==> src/rtl/dma_irq_pkg.sv <==
package dma_irq_pkg;
  localparam int unsigned DW = 32;
  localparam int unsigned AW = 12;

  localparam int unsigned POS_EOB       = 0;
  localparam int unsigned POS_EV_WR_ERR = 1;
  localparam int unsigned POS_DESC_RD   = 9;
  localparam int unsigned POS_DATA_RD   = 10;
  localparam int unsigned POS_DATA_WR   = 11;
  localparam int unsigned POS_BAD_DESC  = 14;
  localparam int unsigned POS_RST_DONE  = 16;
  localparam int unsigned NUM_EVT       = 7;

  localparam logic [AW-1:0] OFF_MODE   = 12'h004;
  localparam logic [AW-1:0] OFF_STATUS = 12'h100;
  localparam logic [AW-1:0] OFF_CLEAR  = 12'h108;
  localparam logic [AW-1:0] OFF_ENABLE = 12'h110;

  localparam logic [DW-1:0] ERR_MASK =
      (DW'(1) << POS_EV_WR_ERR) | (DW'(1) << POS_DESC_RD) | (DW'(1) << POS_DATA_RD) |
      (DW'(1) << POS_DATA_WR)   | (DW'(1) << POS_BAD_DESC);
  localparam logic [DW-1:0] DEF_MASK =
      ERR_MASK | (DW'(1) << POS_EOB) | (DW'(1) << POS_RST_DONE);

  typedef enum logic [1:0] {MODE_MSG, MODE_WIRED, MODE_OFF} irq_mode_e;
endpackage

==> src/rtl/dma_irq_regs.sv <==
module dma_irq_regs
  import dma_irq_pkg::*;
(
  input  logic          clk_i,
  input  logic          rst_ni,
  input  logic          wr_i,
  input  logic [AW-1:0] addr_i,
  input  logic [DW-1:0] wdata_i,
  input  logic [DW-1:0] evt_i,
  output logic [DW-1:0] status_o,
  output logic [DW-1:0] enable_o,
  output logic [3:0]    mode_o,
  output logic [DW-1:0] rdata_o
);
  logic [DW-1:0] status_q, enable_q;
  logic [3:0]    mode_q;
  logic [DW-1:0] clr_mask;

  assign clr_mask = (wr_i && addr_i == OFF_CLEAR) ? (wdata_i & DEF_MASK) : '0;

  always_ff @(posedge clk_i or negedge rst_ni) begin
    if (!rst_ni) begin
      status_q <= '0;
      enable_q <= '0;
      mode_q   <= '0;
    end else begin
      // set has priority over clear
      status_q <= (status_q & ~clr_mask) | (evt_i & DEF_MASK);
      if (wr_i && addr_i == OFF_ENABLE) enable_q <= wdata_i & DEF_MASK;
      if (wr_i && addr_i == OFF_MODE)   mode_q   <= wdata_i[3:0];
    end
  end

  always_comb begin
    unique case (addr_i)
      OFF_STATUS: rdata_o = status_q;
      OFF_ENABLE: rdata_o = enable_q;
      OFF_MODE:   rdata_o = {{(DW-4){1'b0}}, mode_q};
      default:    rdata_o = '0;
    endcase
  end

  assign status_o = status_q;
  assign enable_o = enable_q;
  assign mode_o   = mode_q;
endmodule

==> src/rtl/dma_irq_out.sv <==
module dma_irq_out
  import dma_irq_pkg::*;
(
  input  logic          clk_i,
  input  logic          rst_ni,
  input  logic [DW-1:0] cause_i,
  input  logic [3:0]    mode_i,
  output logic          irq_o,
  output logic          msg_valid_o,
  output logic [DW-1:0] msg_cause_o,
  output logic          err_any_o
);
  irq_mode_e     mode;
  logic [DW-1:0] cause_prev_q;

  always_comb begin
    if (mode_i[0])           mode = MODE_WIRED;
    else if (mode_i == 4'h0) mode = MODE_MSG;
    else                     mode = MODE_OFF;
  end

  always_ff @(posedge clk_i or negedge rst_ni) begin
    if (!rst_ni) cause_prev_q <= '0;
    else         cause_prev_q <= cause_i;
  end

  assign irq_o       = (mode == MODE_WIRED) && (|cause_i);
  assign msg_valid_o = (mode == MODE_MSG) && (|(cause_i & ~cause_prev_q));
  assign msg_cause_o = cause_i;
  assign err_any_o   = |(cause_i & ERR_MASK);
endmodule

==> src/rtl/dma_irq_ctrl.sv <==
module dma_irq_ctrl
  import dma_irq_pkg::*;
(
  input  logic          clk_i,
  input  logic          rst_ni,
  input  logic          reg_wr_i,
  input  logic [11:0]   reg_addr_i,
  input  logic [31:0]   reg_wdata_i,
  output logic [31:0]   reg_rdata_o,
  input  logic          evt_eob_i,
  input  logic          evt_ev_wr_err_i,
  input  logic          evt_desc_rd_err_i,
  input  logic          evt_data_rd_err_i,
  input  logic          evt_data_wr_err_i,
  input  logic          evt_bad_desc_i,
  input  logic          evt_rst_done_i,
  output logic          irq_o,
  output logic          msg_valid_o,
  output logic [31:0]   msg_cause_o,
  output logic          err_any_o
);
  localparam int unsigned EVT_POS [NUM_EVT] = '{POS_EOB, POS_EV_WR_ERR, POS_DESC_RD,
      POS_DATA_RD, POS_DATA_WR, POS_BAD_DESC, POS_RST_DONE};

  logic [NUM_EVT-1:0] evt_pins;
  logic [DW-1:0]      evt_vec, status_w, enable_w, cause_w;
  logic [3:0]         mode_w;

  assign evt_pins = {evt_rst_done_i, evt_bad_desc_i, evt_data_wr_err_i, evt_data_rd_err_i,
                     evt_desc_rd_err_i, evt_ev_wr_err_i, evt_eob_i};

  always_comb begin
    evt_vec = '0;
    for (int i = 0; i < NUM_EVT; i++) evt_vec[EVT_POS[i]] = evt_pins[i];
  end

  dma_irq_regs u_regs (
    .clk_i    (clk_i),
    .rst_ni   (rst_ni),
    .wr_i     (reg_wr_i),
    .addr_i   (reg_addr_i),
    .wdata_i  (reg_wdata_i),
    .evt_i    (evt_vec),
    .status_o (status_w),
    .enable_o (enable_w),
    .mode_o   (mode_w),
    .rdata_o  (reg_rdata_o)
  );

  assign cause_w = status_w & enable_w;

  dma_irq_out u_out (
    .clk_i       (clk_i),
    .rst_ni      (rst_ni),
    .cause_i     (cause_w),
    .mode_i      (mode_w),
    .irq_o       (irq_o),
    .msg_valid_o (msg_valid_o),
    .msg_cause_o (msg_cause_o),
    .err_any_o   (err_any_o)
  );
endmodule

==> config.mk <==
export PLATFORM = sky130hd
export DESIGN_NAME = dma_irq_ctrl
export DESIGN_NICKNAME = d
export VERILOG_FILES = /design/src/rtl/dma_irq_pkg.sv /design/src/rtl/dma_irq_regs.sv /design/src/rtl/dma_irq_out.sv /design/src/rtl/dma_irq_ctrl.sv
export SDC_FILE = /design/constraint.sdc
export NUM_CORES = 1
export LEC_CHECK = 0
export CAP_MARGIN = 5
export CORE_MARGIN = 3
export CORE_UTILIZATION = 31
export CTS_CLUSTER_SIZE = 14
export DETAILED_ROUTE_END_ITERATION = 7
export PLACE_DENSITY = 0.85
export SLEW_MARGIN = 40
export SYNTH_ARGS = -nofsm -noshare
export SYNTH_HDL_FRONTEND = slang
export SYNTH_SLANG_ARGS = --single-unit
==> constraint.sdc <==
create_clock -name clk_i -period 1.8 [get_ports clk_i]
set_input_delay 0.36 -clock clk_i [delete_from_list [all_inputs] [get_ports clk_i]]
set_output_delay 0.36 -clock clk_i [all_outputs]
set_load 0.02 [all_outputs]
Word-level counts from Yosys, hierarchy flattened
Index checks and enable logic that the tools add are counted.
{"block": "classes", "n_eq_ne": 5, "muxes": 4, "bitwise": 6, "n_reduce_logical": 10}
{"operator": "case mux 32 bit (3 select lines)", "count": 1}
{"operator": "AND 32 bit", "count": 2}
{"operator": "NOT 32 bit", "count": 2}
{"operator": "OR reduction 32 bit", "count": 2}
{"operator": "== test 12 x 9 -> 1 bit (second input constant)", "count": 3}
{"operator": "AND 32 x 17 -> 32 bit", "count": 1}
{"operator": "bitwise OR 32 x 17 -> 32 bit", "count": 1}
{"operator": "2-to-1 mux 17 bit", "count": 1}
{"operator": "== test 12 x 3 -> 1 bit (second input constant)", "count": 1}
{"operator": "logical AND 1 bit", "count": 5}
{"operator": "OR reduction 5 bit", "count": 1}
{"operator": "logical NOT 4 bit", "count": 1}
{"operator": "2-to-1 mux 2 bit", "count": 2}
{"operator": "== test 2 x 1 -> 1 bit (second input constant)", "count": 1}
{"operator": "logical NOT 2 bit", "count": 1}
{"block": "word_totals", "reg_bits": 75, "in_bits": 54, "out_inout_bits": 67, "elab_cells": 29}

Logic depth before layout (Yosys ltp)
{"block": "logic_depth", "depth_word": 6, "mapped_depth": 4}

By module
From an unflattened synthesis, not the netlist that was laid out.
{"block": "hier_totals", "hier_cells": 320, "area_unflattened_um2": 3145.5}
{"module": "dma_irq_regs", "n_inst": 1, "cells_per_inst": 166, "area_per_inst_um2": 1527.7, "seq_area_each_um2": 450.4}
{"module": "dma_irq_out", "n_inst": 1, "cells_per_inst": 121, "area_per_inst_um2": 1413.9, "seq_area_each_um2": 800.8}
{"module": "dma_irq_ctrl", "n_inst": 1, "cells_per_inst": 33, "area_per_inst_um2": 203.9, "seq_area_each_um2": 0.0}

Least setup slack after synthesis
OpenSTA, ideal clock, no wires.
{"block": "synth_timing", "path_kind": "input port to output port", "from": "in reg_addr_i[4]", "to": "out reg_rdata_o[10]", "t_arrival_ns": 1.648, "setup_slack_ns": -0.208, "cell_stages": 3, "n_path_buf": 0, "cell_sequence": "or4_1 -> nor4b_2 -> a22o_1"}
{"block": "synth_via", "elab_chain_len": 2, "elab_cells_between_ends": 4, "classes_between": "eq/ne (3); mux (1)"}
{"element": "start: declaration", "line": "dma_irq_ctrl.sv:7", "rtl": "input logic [11:0] reg_addr_i,"}
{"element": "== test 12 x 3 -> 1 bit / == test 12 x 9 -> 1 bit (equally long branches)", "line": "dma_irq_regs.sv:35", "rtl": "unique case (addr_i)"}
{"element": "case mux 32 bit (3 select lines) *", "line": "dma_irq_regs.sv:35"}
{"element": "end: declaration", "line": "dma_irq_ctrl.sv:9", "rtl": "output logic [31:0] reg_rdata_o,"}
Every way passes the cells marked *; elsewhere a longest branch is shown, timed or not.

Worst setup path after layout
{"block": "layout_timing", "from": "in reg_addr_i[0]", "to": "out reg_rdata_o[1]"}
The elaborated chain is that of the path after synthesis.

==> metrics <==
failing checks=negative setup slack; number of top-level pins=121; Die ar.=6100 um^2; WL met3=307 um; # setup viols final=16; CTS buffer count=3; crit path kind=input pin to output pin; Cells after Synth=155; vias in the first global route=1,373; Unique masters post-synth=34; drt first pass iters=4; Compound-Gate Fraction of Synth Area=10.17%; RR Startpoint=u_regs.mode_o[3]; main combinational cell family by area after synthesis=buffers and inverters; Worst Path Arrival=about 1.7 ns; CTS root buf=clkbuf_8; WP depth=7; Core Footprint=4880 um^2; Synth Area in Adders=0%; f_max=0.4771 GHz; GR Overflow Total=0; final hold vios=0; P_sw=approximately 0.32 mW; crit end category=output pin; Die W=78.10 um; Period Utilization, post-route=116.4%; Post-Synth Simple-Gate Area=15.84%; largest net degree at the start of global routing=26; metal2 WL=approximately 2200 um; Critical Path Slowest Stage Cell=or4_4; Pint=0.8066 mW; Hold WS=0.4482 ns; DR vias=between 1,000 and 1,500; top-count cell post-synth=buf_4; synth-to-layout area growth=45.26%; Max-cap violations=0; status=complete, but fails checks; clock network power share=29.3%; mux contribution to synthesized area=9.317%; Cell Pwr Density=480.1 nW/um^2; CP Launch Type=input pin; cell taking the most area after synthesis=dfrtp_1; setup repair after global routing missed its margin=true; n_diodes=0; First DRT Iteration DRCs=25; Detailed Place HPWL=3381 um; CP Buf/Inv Count=4; Remaining DRCs=0; cell count of the worst reg-to-reg path=2; Crit. Startpoint=reg_addr_i[0]; combinational share of power=20.5%; initial core utilization=about a third; Setup Skew=between 0.002 and 0.0025 ns; Nets=roughly 290; final instance area=between 2000 and 2500 um^2; worst r2r dst=u_regs.mode_o[3]; EDFF count, synth=0; post-synthesis xor/xnor area fraction=0%; type of the worst min-delay path=input pin to async pin; Final Wtd Congestion=slightly below 0.8; worst path cell trace=buf_6 -> or4_4 -> buf_4 -> nor3_2 -> buf_4 -> a22o_1 -> buf_6; fill count=500; Reg area=625.6 um^2; Avg WL per Cell=13.46 um; CTS Buffer Depth=2; Synth async-reset ratio=between 90% and 100%; uppermost layer routed=met4; multi-input logic area=840.8 um^2; top cell type's share of synthesized area=38.82%; initial antenna violation count=0; #FFs+latches synth=25; delay-heaviest family, CP=simple AND/OR/NAND/NOR gates; CP peak stage delay=0.55 ns; dpl cell area=roughly 2300 um^2; top_reg_cell synth=dfrtp_1; H-tree levels=1; most frequent cells after synthesis=buf_4 (48), dfrtp_1 (25), inv_1 (10); drt via density=around 4.2; clock period minus worst slack=approximately 2.1 ns; mean area per synthesized cell=10.40 um^2; aggregate routed wire length=between 4000 and 5000 um; Leak=1.258 nW; GRT Util Overall=13.47%; YS warnings=0; final-report max-slew violation count=0; Die Y=78.10 um; sequential fraction of the synthesis area=38.82%; post-route antenna net violation count=0; WL met1=about 1600 um; Cell Rows=25; TritonCTS Sinks=25; Synth area leaders=dfrtp_1 (39%), buf_4 (22%), mux2_4 (6.5%), a22o_1 (4.9%), mux2_2 (2.8%); Port Buffers=between 40 and 50; clk_lat worst skew=0.27 ns; first-pass GRT wire length=around 6500 um; worst setup margin=-0.2960 ns; CTS clock-pin slew for the worst setup and hold paths=0.08 ns; Switching Share=28.23%; flop2flop setup slack=0.88 ns; CP max FO=4; Cell Area, Synth=1612 um^2; Worst Path Required=1.44 ns; layout cells sized above 1=35.15%; Peak VDD IR=around 380 uV; CTS tree=done; Sequential Power Share=between 50% and 60%
-- metrics by stage --
step	util, %	setup WS (ns)	instances	total power [mW]	TNS, ns
after floorplan	-	-0.1204	202	0.7719	-1.239
after global placement	46.54	-1.135	302	0.7993	-18.25
after detailed placement	46.54	-1.158	302	0.8041	-18.92
after CTS	47.77	-0.3015	307	1.128	-3.427
after global routing	47.97	-0.3409	306	1.179	-3.205
final	47.97	-0.2960	306	1.124	-2.733
-- cells in the final DEF, fill, tap and decap left out, types with 2 or more instances in the layout --
master | Yosys | layout
a22o_1 | 9 | 9
a31oi_1 | 7 | 7
and2_1 | 4 | 4
buf_2 | 0 | 7
buf_4 | 48 | 33
buf_6 | 1 | 12
clkbuf_2 | 0 | 3
clkbuf_8 | 0 | 3
clkdlybuf4s50_1 | 0 | 17
conb_1 | 1 | 48
dfrtp_1 | 25 | 25
dlygate4sd2_1 | 0 | 8
dlymetal6s2s_1 | 0 | 2
inv_1 | 10 | 10
mux2_2 | 4 | 4
mux2_4 | 7 | 7
nand2_1 | 3 | 3
nand3b_1 | 4 | 4
nor2_1 | 7 | 7
nor4b_4 | 0 | 2
nor4bb_1 | 2 | 2
or3_4 | 1 | 2
-- flip-flops by register name, indices dropped and copies added, names as in the netlist --
signal              flops
u_regs.mode_o           4
u_regs.enable_o         7
u_regs.status_o         7
u_out.cause_prev_q      7
-- cell families after synthesis --
kind of cell | after synthesis
AND/OR/NAND/NOR | 37
buffers and inverters | 60
flip-flops | 25
multiplexers | 11
other | 1
AO/OA/AOI/OAI | 21
-- timing repair --
item,4_1_cts,5_1_grt
endpoints found under the setup margin,29,19
endpoints found under the hold margin,0,0
buffers inserted,1,0
hold buffers,0,0
gates cloned,0,0
gates resized for setup,112,11
pin swaps,9,6
-- power by group through the flow --
stage	Sequential, mW	Clock [mW]	Combinational (mW)
finish	0.564	0.329	0.231
global route	0.564	0.365	0.249
CTS	0.564	0.337	0.227
detailed placement	0.575	0	0.229
global placement	0.575	0	0.224
floorplan	0.575	0	0.197
-- worst max-delay path by stage --
stage / endpoint / slack, ns
detailed placement: reg_rdata_o[10] / -1.16
floorplan: reg_rdata_o[10] / -0.12
finish: reg_rdata_o[1] / -0.30
global route: reg_rdata_o[1] / -0.34
global placement: reg_rdata_o[10] / -1.14
CTS: reg_rdata_o[10] / -0.30
-- per-layer routing --
layer / up-vias / track usage (%)
met2: 56 / 24.57
li1: 622 / -
met3: 4 / 3.555
met1: 608 / 15.38
met4: 0 / 3.846
met5: - / 0
-- area by class of cell --
| cell class | count | area share (%) |
|---|---|---|
| clock buffer | 4 | 1.924 |
| inverter | 10 | 1.603 |
| multi-input combinational | 117 | 35.92 |
| sequential | 25 | 26.72 |
| tap | 67 | 3.581 |
| timing repair buffer | 83 | 30.25 |
Power figures use the tool's default switching activity.
